`src/rtl/fsp_pkg.sv`:
```
package fsp_pkg;

  // Status bit positions within the returned word.
  localparam int unsigned POLL_BIT = 7;
  localparam int unsigned TOG_BIT  = 6;
  localparam int unsigned SUSP_BIT = 2;

  // Per-plane condition used when building the read word.
  typedef struct packed {
    logic busy;
    logic prog;
    logic susp_hit;
    logic tog_main;
    logic tog_susp;
  } sel_state_t;

  // Mask of the bits that never carry status.
  function automatic logic [15:0] plain_mask16();
    logic [15:0] m;
    m = '1;
    m[POLL_BIT] = 1'b0;
    m[TOG_BIT]  = 1'b0;
    m[SUSP_BIT] = 1'b0;
    return m;
  endfunction

endpackage

```
`src/rtl/fsp_sector_match.sv`:
```
module fsp_sector_match #(
  parameter int unsigned NUM_PLANES = 2,
  parameter int unsigned PLANE_W    = 1,
  parameter int unsigned ADDR_W     = 20,
  parameter int unsigned SECT_SHIFT = 12,
  localparam int unsigned SECT_W    = ADDR_W - SECT_SHIFT
) (
  input  logic                         clk,
  input  logic                         rst_n,
  input  logic [ADDR_W-1:0]            rd_addr,
  input  logic [PLANE_W-1:0]           rd_plane,
  input  logic [NUM_PLANES-1:0]        plane_susp,
  input  logic [NUM_PLANES*SECT_W-1:0] susp_sector,
  output logic [NUM_PLANES-1:0]        plane_sel,
  output logic [NUM_PLANES-1:0]        susp_hit
);

  logic [SECT_W-1:0] rd_sect;

  always_comb begin
    rd_sect = rd_addr[ADDR_W-1:SECT_SHIFT];
  end

  for (genvar p = 0; p < NUM_PLANES; p++) begin : g_plane
    logic sect_eq;
    always_comb begin
      plane_sel[p] = (rd_plane == PLANE_W'(p));
      sect_eq      = (rd_sect == susp_sector[p*SECT_W +: SECT_W]);
      susp_hit[p]  = plane_sel[p] & plane_susp[p] & sect_eq;
    end
  end

  AST_SEL_ONEHOT: assert property (@(posedge clk) disable iff (!rst_n)
    $onehot0(plane_sel)) else $error("plane select not one-hot");

  AST_HIT_IN_SEL: assert property (@(posedge clk) disable iff (!rst_n)
    (susp_hit & ~plane_sel) == '0) else $error("suspend hit outside plane");

endmodule

```
`src/rtl/fsp_toggle_bank.sv`:
```
module fsp_toggle_bank #(
  parameter int unsigned NUM_PLANES = 2
) (
  input  logic                  clk,
  input  logic                  rst_n,
  input  logic [NUM_PLANES-1:0] active,
  input  logic [NUM_PLANES-1:0] advance,
  output logic [NUM_PLANES-1:0] tog_q
);

  logic [NUM_PLANES-1:0] tog_d;
  logic [NUM_PLANES-1:0] tog_en;

  for (genvar p = 0; p < NUM_PLANES; p++) begin : g_tog
    // Next state: flip on a counted read, clear while the condition is absent.
    always_comb begin
      tog_en[p] = ~active[p] | advance[p];
      tog_d[p]  = active[p] ? ~tog_q[p] : 1'b0;
    end

    always_ff @(posedge clk or negedge rst_n) begin
      if (!rst_n) begin
        tog_q[p] <= 1'b0;
      end else if (tog_en[p]) begin
        tog_q[p] <= tog_d[p];
      end
    end

    AST_TOG_STEP: assert property (@(posedge clk) disable iff (!rst_n)
      (active[p] && advance[p]) |=> (tog_q[p] != $past(tog_q[p])))
      else $error("toggle did not advance");

    AST_TOG_HOLD: assert property (@(posedge clk) disable iff (!rst_n)
      (active[p] && !advance[p]) |=> $stable(tog_q[p]))
      else $error("toggle moved without a read");

    AST_TOG_CLEAR: assert property (@(posedge clk) disable iff (!rst_n)
      !active[p] |=> !tog_q[p])
      else $error("toggle not cleared when idle");
  end

endmodule

```
`src/rtl/fsp_status_mux.sv`:
```
module fsp_status_mux
  import fsp_pkg::*;
#(
  parameter int unsigned DATA_W = 16
) (
  input  logic              clk,
  input  logic              rst_n,
  input  sel_state_t        sel,
  input  logic              addr_hit,
  input  logic              prog_b7,
  input  logic [DATA_W-1:0] array_data,
  output logic [DATA_W-1:0] rd_word
);

  localparam logic [DATA_W-1:0] PLAIN = DATA_W'(plain_mask16()) |
                                        ~DATA_W'(16'hFFFF) ;

  always_comb begin
    rd_word = array_data;
    if (sel.busy) begin
      if (sel.prog) begin
        if (addr_hit) begin
          rd_word[POLL_BIT] = ~prog_b7;
        end
      end else begin
        rd_word[POLL_BIT] = 1'b0;
      end
      rd_word[TOG_BIT] = sel.tog_main;
    end
    if (sel.susp_hit) begin
      rd_word[SUSP_BIT] = sel.tog_susp;
    end
  end

  AST_PROG_POLL: assert property (@(posedge clk) disable iff (!rst_n)
    (sel.busy && sel.prog && addr_hit) |-> (rd_word[POLL_BIT] != prog_b7))
    else $error("program poll bit wrong");

  AST_ERASE_POLL: assert property (@(posedge clk) disable iff (!rst_n)
    (sel.busy && !sel.prog) |-> !rd_word[POLL_BIT])
    else $error("erase poll bit not zero");

  AST_PLAIN_BITS: assert property (@(posedge clk) disable iff (!rst_n)
    ((rd_word ^ array_data) & PLAIN) == '0)
    else $error("non-status bit altered");

endmodule

```
`src/rtl/fsp_rb_driver.sv`:
```
module fsp_rb_driver #(
  parameter int unsigned NUM_PLANES = 2
) (
  input  logic                  clk,
  input  logic                  rst_n,
  input  logic [NUM_PLANES-1:0] plane_busy,
  output logic                  rb_pull_low
);

  logic any_busy;
  logic rb_d;
  logic rb_q;

  always_comb begin
    any_busy = |plane_busy;
    rb_d     = any_busy;
  end

  always_ff @(posedge clk or negedge rst_n) begin
    if (!rst_n) begin
      rb_q <= 1'b0;
    end else begin
      rb_q <= rb_d;
    end
  end

  assign rb_pull_low = rb_q;

  AST_RB_TRACK: assert property (@(posedge clk) disable iff (!rst_n)
    ##1 (rb_pull_low == $past(|plane_busy)))
    else $error("ready/busy enable out of step");

endmodule

```
`src/rtl/flash_poll_status.sv`:
```
module flash_poll_status
  import fsp_pkg::*;
#(
  parameter int unsigned DATA_W     = 16,
  parameter int unsigned ADDR_W     = 20,
  parameter int unsigned NUM_PLANES = 2,
  parameter int unsigned SECT_SHIFT = 12,
  localparam int unsigned PLANE_W   = (NUM_PLANES > 1) ? $clog2(NUM_PLANES) : 1,
  localparam int unsigned SECT_W    = ADDR_W - SECT_SHIFT
) (
  input  logic                         clk,
  input  logic                         rst_n,
  input  logic                         rd_strobe,
  input  logic [ADDR_W-1:0]            rd_addr,
  input  logic [PLANE_W-1:0]           rd_plane,
  input  logic [DATA_W-1:0]            array_data,
  input  logic [NUM_PLANES-1:0]        plane_busy,
  input  logic [NUM_PLANES-1:0]        plane_prog,
  input  logic [NUM_PLANES-1:0]        plane_susp,
  input  logic [NUM_PLANES*SECT_W-1:0] susp_sector,
  input  logic [ADDR_W-1:0]            prog_addr,
  input  logic [DATA_W-1:0]            prog_data,
  output logic [DATA_W-1:0]            rd_data,
  output logic                         rb_pull_low
);

  logic [NUM_PLANES-1:0] plane_sel;
  logic [NUM_PLANES-1:0] susp_hit;
  logic [NUM_PLANES-1:0] adv_main;
  logic [NUM_PLANES-1:0] adv_susp;
  logic [NUM_PLANES-1:0] tog_main;
  logic [NUM_PLANES-1:0] tog_susp;
  sel_state_t            sel;
  logic                  addr_hit;

  fsp_sector_match #(
    .NUM_PLANES (NUM_PLANES),
    .PLANE_W    (PLANE_W),
    .ADDR_W     (ADDR_W),
    .SECT_SHIFT (SECT_SHIFT)
  ) i_match (
    .clk         (clk),
    .rst_n       (rst_n),
    .rd_addr     (rd_addr),
    .rd_plane    (rd_plane),
    .plane_susp  (plane_susp),
    .susp_sector (susp_sector),
    .plane_sel   (plane_sel),
    .susp_hit    (susp_hit)
  );

  always_comb begin
    adv_main = {NUM_PLANES{rd_strobe}} & plane_sel & plane_busy;
    adv_susp = {NUM_PLANES{rd_strobe}} & susp_hit;
  end

  fsp_toggle_bank #(.NUM_PLANES(NUM_PLANES)) i_tog_main (
    .clk     (clk),
    .rst_n   (rst_n),
    .active  (plane_busy),
    .advance (adv_main),
    .tog_q   (tog_main)
  );

  fsp_toggle_bank #(.NUM_PLANES(NUM_PLANES)) i_tog_susp (
    .clk     (clk),
    .rst_n   (rst_n),
    .active  (plane_susp),
    .advance (adv_susp),
    .tog_q   (tog_susp)
  );

  always_comb begin
    sel.busy     = |(plane_busy & plane_sel);
    sel.prog     = |(plane_prog & plane_sel);
    sel.susp_hit = |susp_hit;
    sel.tog_main = |(tog_main & plane_sel);
    sel.tog_susp = |(tog_susp & susp_hit);
    addr_hit     = (rd_addr == prog_addr);
  end

  fsp_status_mux #(.DATA_W(DATA_W)) i_mux (
    .clk        (clk),
    .rst_n      (rst_n),
    .sel        (sel),
    .addr_hit   (addr_hit),
    .prog_b7    (prog_data[POLL_BIT]),
    .array_data (array_data),
    .rd_word    (rd_data)
  );

  fsp_rb_driver #(.NUM_PLANES(NUM_PLANES)) i_rb (
    .clk         (clk),
    .rst_n       (rst_n),
    .plane_busy  (plane_busy),
    .rb_pull_low (rb_pull_low)
  );

  AST_IDLE_TRUE_DATA: assert property (@(posedge clk) disable iff (!rst_n)
    (!(|(plane_busy & plane_sel)) && !(|susp_hit)) |-> (rd_data == array_data))
    else $error("idle plane read altered");

endmodule

```
`config.mk`:
```
export PLATFORM = sky130hd
export DESIGN_NAME = flash_poll_status
export DESIGN_NICKNAME = d
export VERILOG_FILES = /design/src/rtl/fsp_pkg.sv /design/src/rtl/fsp_sector_match.sv /design/src/rtl/fsp_toggle_bank.sv /design/src/rtl/fsp_status_mux.sv /design/src/rtl/fsp_rb_driver.sv /design/src/rtl/flash_poll_status.sv
export SDC_FILE = /design/constraint.sdc
export NUM_CORES = 1
export LEC_CHECK = 0
export BUFFER_PORTS_ARGS = -buffer_cell sky130_fd_sc_hd__buf_2
export CORE_MARGIN = 5
export CORE_UTILIZATION = 34
export CTS_BUF_LIST = sky130_fd_sc_hd__clkbuf_8
export CTS_CLUSTER_SIZE = 40
export DETAILED_ROUTE_END_ITERATION = 10
export PLACE_DENSITY = 0.95
export SKIP_CTS_REPAIR_TIMING = 1
export SYNTH_ARGS = -nofsm -noshare
export SYNTH_HDL_FRONTEND = slang
export SYNTH_HIERARCHICAL = 1
export SYNTH_SLANG_ARGS = --single-unit
```
`constraint.sdc`:
```
create_clock -name clk -period 2.53 [get_ports clk]
set_input_delay 0.1265 -clock clk [delete_from_list [all_inputs] [get_ports clk]]
set_output_delay 0.1265 -clock clk [all_outputs]
set_load 0.02 [all_outputs]
```
# == Word level (Yosys, flattened, before mapping) ==
# Index checks and enable logic that the tools add are counted.
# Widths: inputs -> output; s select.
# totals
register_bits,5
input_bits,98
out_inout_bits,17
# classes
n_eq_ne,3
mux,8
bitwise_logic,25
n_reduce_logical,6
# ops
op,count
$eq 20x20->1,1
$eq 8x8->1,2
$and 2x2->2,7
$reduce_or 2->1,6
$not 1->1,10
$mux 1,7
$and 1x1->1,4
$or 1x1->1,4
$mux 2,1

# == Depth between registers and ports, before layout ==
# logic_depth
word_depth,6
ltp_mapped,6

# == Modules after synthesis ==
# The synthesis kept the hierarchy.
# by_module_without_submodules
module,instances,cells_per_inst,area_per_inst_um2
flash_poll_status,1,36,287.8
fsp_sector_match,1,26,203.9
fsp_toggle_bank,2,6,80.1
fsp_status_mux,1,19,145.1
fsp_rb_driver,1,2,31.3

# == Worst setup path after synthesis ==
# OpenSTA, ideal clock, no wires.
# synth_timing
path_type,input to output
from,input port prog_addr[2]
to,output port rd_data[7]
t_arrival_ns,1.126
path_slack_ns,1.277
path_stages,6
n_path_buf,0
cell_sequence,xor2_1 nor4_1 nand3_1 nor3_2 o21ai_0 a32o_1
# synth_between
elab_chain_len,4
# synth_lines
element,line_no,text
from (decl),flash_poll_status.sv:21,"input logic [ADDR_W-1:0] prog_addr,"
$eq 20x20->1,flash_poll_status.sv:79,addr_hit = (rd_addr == prog_addr);
net addr_hit,flash_poll_status.sv:34,logic addr_hit;
$mux 1,fsp_status_mux.sv:22,if (addr_hit) begin
$mux 1,fsp_status_mux.sv:21,if (sel.prog) begin
$mux 2,fsp_status_mux.sv:20,if (sel.busy) begin
to (decl),flash_poll_status.sv:23,"output logic [DATA_W-1:0] rd_data,"
# The timed path passes the listed nets, and every way through them passes these cells.

# == Worst setup path in the final report ==
# layout_timing
from,input port rd_addr[17]
to,output port rd_data[7]
# layout_between
elab_chain_len,4
# layout_lines
element,line_no,text
from (decl),flash_poll_status.sv:14,"input logic [ADDR_W-1:0] rd_addr,"
$eq 20x20->1,flash_poll_status.sv:79,
net addr_hit,flash_poll_status.sv:34,
$mux 1,fsp_status_mux.sv:22,
$mux 1,fsp_status_mux.sv:21,
$mux 2,fsp_status_mux.sv:20,
# The timed path passes the listed nets, and every way through them passes these cells.

==> out/qor.csv <==
stage;metric;value;unit
timing;relative slew slack;80.4;%
pwr;Lkg Pwr;0.603;nW
drt;length of the first detailed-routing pass in iterations;4;
clock_network;CTS HTree Levels;1;
floorplan;Initial Util;36.4;%
drt;WL final;2580;um
drt;routed vias/inst;4.79;
clock_network;worst-case clock buffer depth;2;
timing;maximum clock rate;616;MHz
yosys;synthesized area per cell;8.72;um^2
timing;Worst Max-Slew Pin Slew;0.292;ns
setup_path;Critical Path AT;1.50;ns
clock_network;Clk Latency, worst-skew pair;0.22;ns
drt;Remaining DRCs;0;
setup_path;WP buf/inv;2;
finish;share of layout cells above drive strength 1;51.6;%
timing;RSZ-0062 raised after global routing;false;
timing;Final Cycle Share;64.2;%
pwr;Power Dens Cells;322;mW/mm^2
clock_network;Clock Sink Count;5;
yosys;Post-Synthesis Net Count;193;
setup_path;critical path cell sequence;buf_2, xor2_1, nor4_1, nand3_1, nor3_2, o21ai_0, a32o_1, buf_2;
clock_network;root buf cell;clkbuf_8;
status;status;complete, no violations;
timing;minimum clock period;1.62;ns
pwr;VDD IR-drop max;0.272;mV
yosys;Synth Register Bits;5;
setup_path;Worst Path Max Fanout;3;
global_route;initial antenna violation count;0;
floorplan;Die Y-Extent;59.4;um
global_route;GR Util All Layers;14.5;%
setup_path;WP data required;2.40;ns
yosys;Synth top area share;25.4;%
clock_network;Reg clk slew, reported paths;0.03;ns
finish;final-stage net count;258;
setup_path;Critical-path top delay cell;nor4_1;
floorplan;I/O pin cnt;115;
timing;Setup TNS;0;ns
drt;iteration-0 DRC count of the detailed router;10;
floorplan;core area;0.00228;mm^2
finish;Post-Layout Inst Area;0.00118;mm^2
setup_path;delay-heaviest family, CP;simple AND/OR/NAND/NOR gates;
setup_path;most frequent CP cell;buf_2;
timing;fin. max-slew vios;0;
drt;average routed wire per standard cell;13.8;um
floorplan;DIE AREA;0.00352;mm^2
job;Max-cap violations;0;
clock_network;Num CTS Buffers;3;
yosys;area leader, netlist;xnor2_1;
timing;clk_skew;0;ns
yosys;yosys warns;6;
finish;area delta synth->final;42.3;%
place;RD Place Congestion;0.863;
yosys;Cells after Synth;95;
setup_path;startpoint types;primary input;
timing;Final Hold Fails;0;
drt;Vias;896;
place;Port Buf Inserts;73;
global_route;number of global-route vias before repair;1010;
global_route;global-route wire length before repair;3950;um
yosys;post-synthesis cell type count;18;
global_route;pin count of the biggest net entering global routing;7;
hold_path;worst hold path type;primary input to flip-flop;
setup_path;crit path capture type;output port;
floorplan;die width;59.4;um
drt;post-route ant nets;0;
timing;Final setup viols;0;
setup_path;Crit path largest cell delay;0.31;ns
finish;antenna diode count;0;
setup_path;Worst Setup Path Type;primary input to output port;
yosys;Mapped Area;828;um^2
yosys;Seq/Total Area, Yosys;15.1;%
finish;fill count;240;
floorplan;row cnt;17;
yosys;Synth area leaders;xnor2_1 25%, xor2_1 17%, dfrtp_1 15%, buf_4 13%, and2_1 4.5%;
place;post-DP HPWL;2420;um
clock_network;CTS tree;done;
place;Placed Instance Area;0.00112;mm^2
global_route;total grt overflow;0;
final cells by class:
cell class	count	area, um^2	area share, %
multi-input combinational	74	591	50.1
timing repair buffer	74	375	31.8
sequential	5	125	10.6
clock buffer	3	41.3	3.50
tap	28	35.0	2.97
inverter	2	7.51	0.637
clock inverter	1	3.75	0.318
layer usage:
metal / up-vias / share of wire [%] / global-route usage [%]
met1: 397 / 33 / 13.8
met4: 0 / 2.0 / 5.50
met3: 10 / 9.6 / 3.70
li1: 435 / - / -
met2: 54 / 56 / 28.9
met5: - / 0 / 0
metrics by stage:
| step | hold WS (ns) | worst slack, ns | total power [mW] | cells | util, % |
|---|---|---|---|---|---|
| 5_1_grt | 0.146 | 0.749 | 0.409 | 187 | 51.8 |
| 3_5_place_dp | -0.0515 | 0.869 | 0.241 | 182 | 49.4 |
| 6_report | 0.147 | 0.907 | 0.380 | 187 | 51.8 |
| 4_1_cts | -0.286 | 0.871 | 0.387 | 186 | 51.3 |
| 2_1_floorplan | -0.169 | 1.28 | 0.190 | 95 | - |
| 3_3_place_gp | -0.0590 | 0.891 | 0.235 | 182 | 49.4 |
cell usage after synthesis:
cell type,count
dfrtp_1,5
xnor2_1,24
and2_1,6
or2_1,1
a22o_1,4
mux2_2,2
o21ai_0,1
nor2b_1,1
nand4_1,4
nor3_2,3
inv_1,2
nor4_1,3
or2_2,1
xor2_1,16
buf_4,14
nand3_1,5
and3_1,2
a32o_1,1
state kept, by name, summed over array words and instances (netlist names):
| name | cells |
|---|---|
| i_tog_susp/tog_q | 2 |
| i_rb/rb_pull_low | 1 |
| i_tog_main/tog_q | 2 |
logic make-up after synthesis:
logic type      after synthesis  share of synthesized area, %
mux                           2                          2.72
flops                         5                          15.1
buf+inv                      16                          13.6
xor+xnor                     40                          42.3
simple gates                 26                          20.2
compound gates                6                          6.04
placed cells by master, fill, tap and decap left out, types with 2 or more instances in the layout:
cell      synthesis  final
a22o_1            4      4
and2_1            6      6
and3_1            2      2
buf_2             0     73
clkbuf_8          0      3
dfrtp_1           5      5
inv_1             2      3
mux2_2            2      2
nand3_1           5      5
nand4_1           4      4
nor3_2            3      3
nor4_1            3      3
xnor2_1          24     24
xor2_1           16     16
where the power goes:
part | switching (mW) | internal [mW]
Clock | 0.0364 | 0.104
Sequential | 0.00160 | 0.0832
Combinational | 0.0675 | 0.0875
worst paths after layout:
path,start,to,slack (ns),cells after the start
setup / recovery,rd_addr[17],rd_data[7],0.91,8
hold / removal,plane_susp[1],i_tog_susp/tog_q[1],0.15,2
setup reg to reg,i_tog_main/tog_q[1],i_tog_main/tog_q[1],1.75,2
hold reg to reg,i_tog_susp/tog_q[0],i_tog_susp/tog_q[0],0.61,2
max in group asynchronous,rst_n,i_rb/rb_pull_low,2.14,2
min in group asynchronous,rst_n,i_tog_susp/tog_q[0],0.26,2
Note: power is estimated with default switching activity, not from simulation.
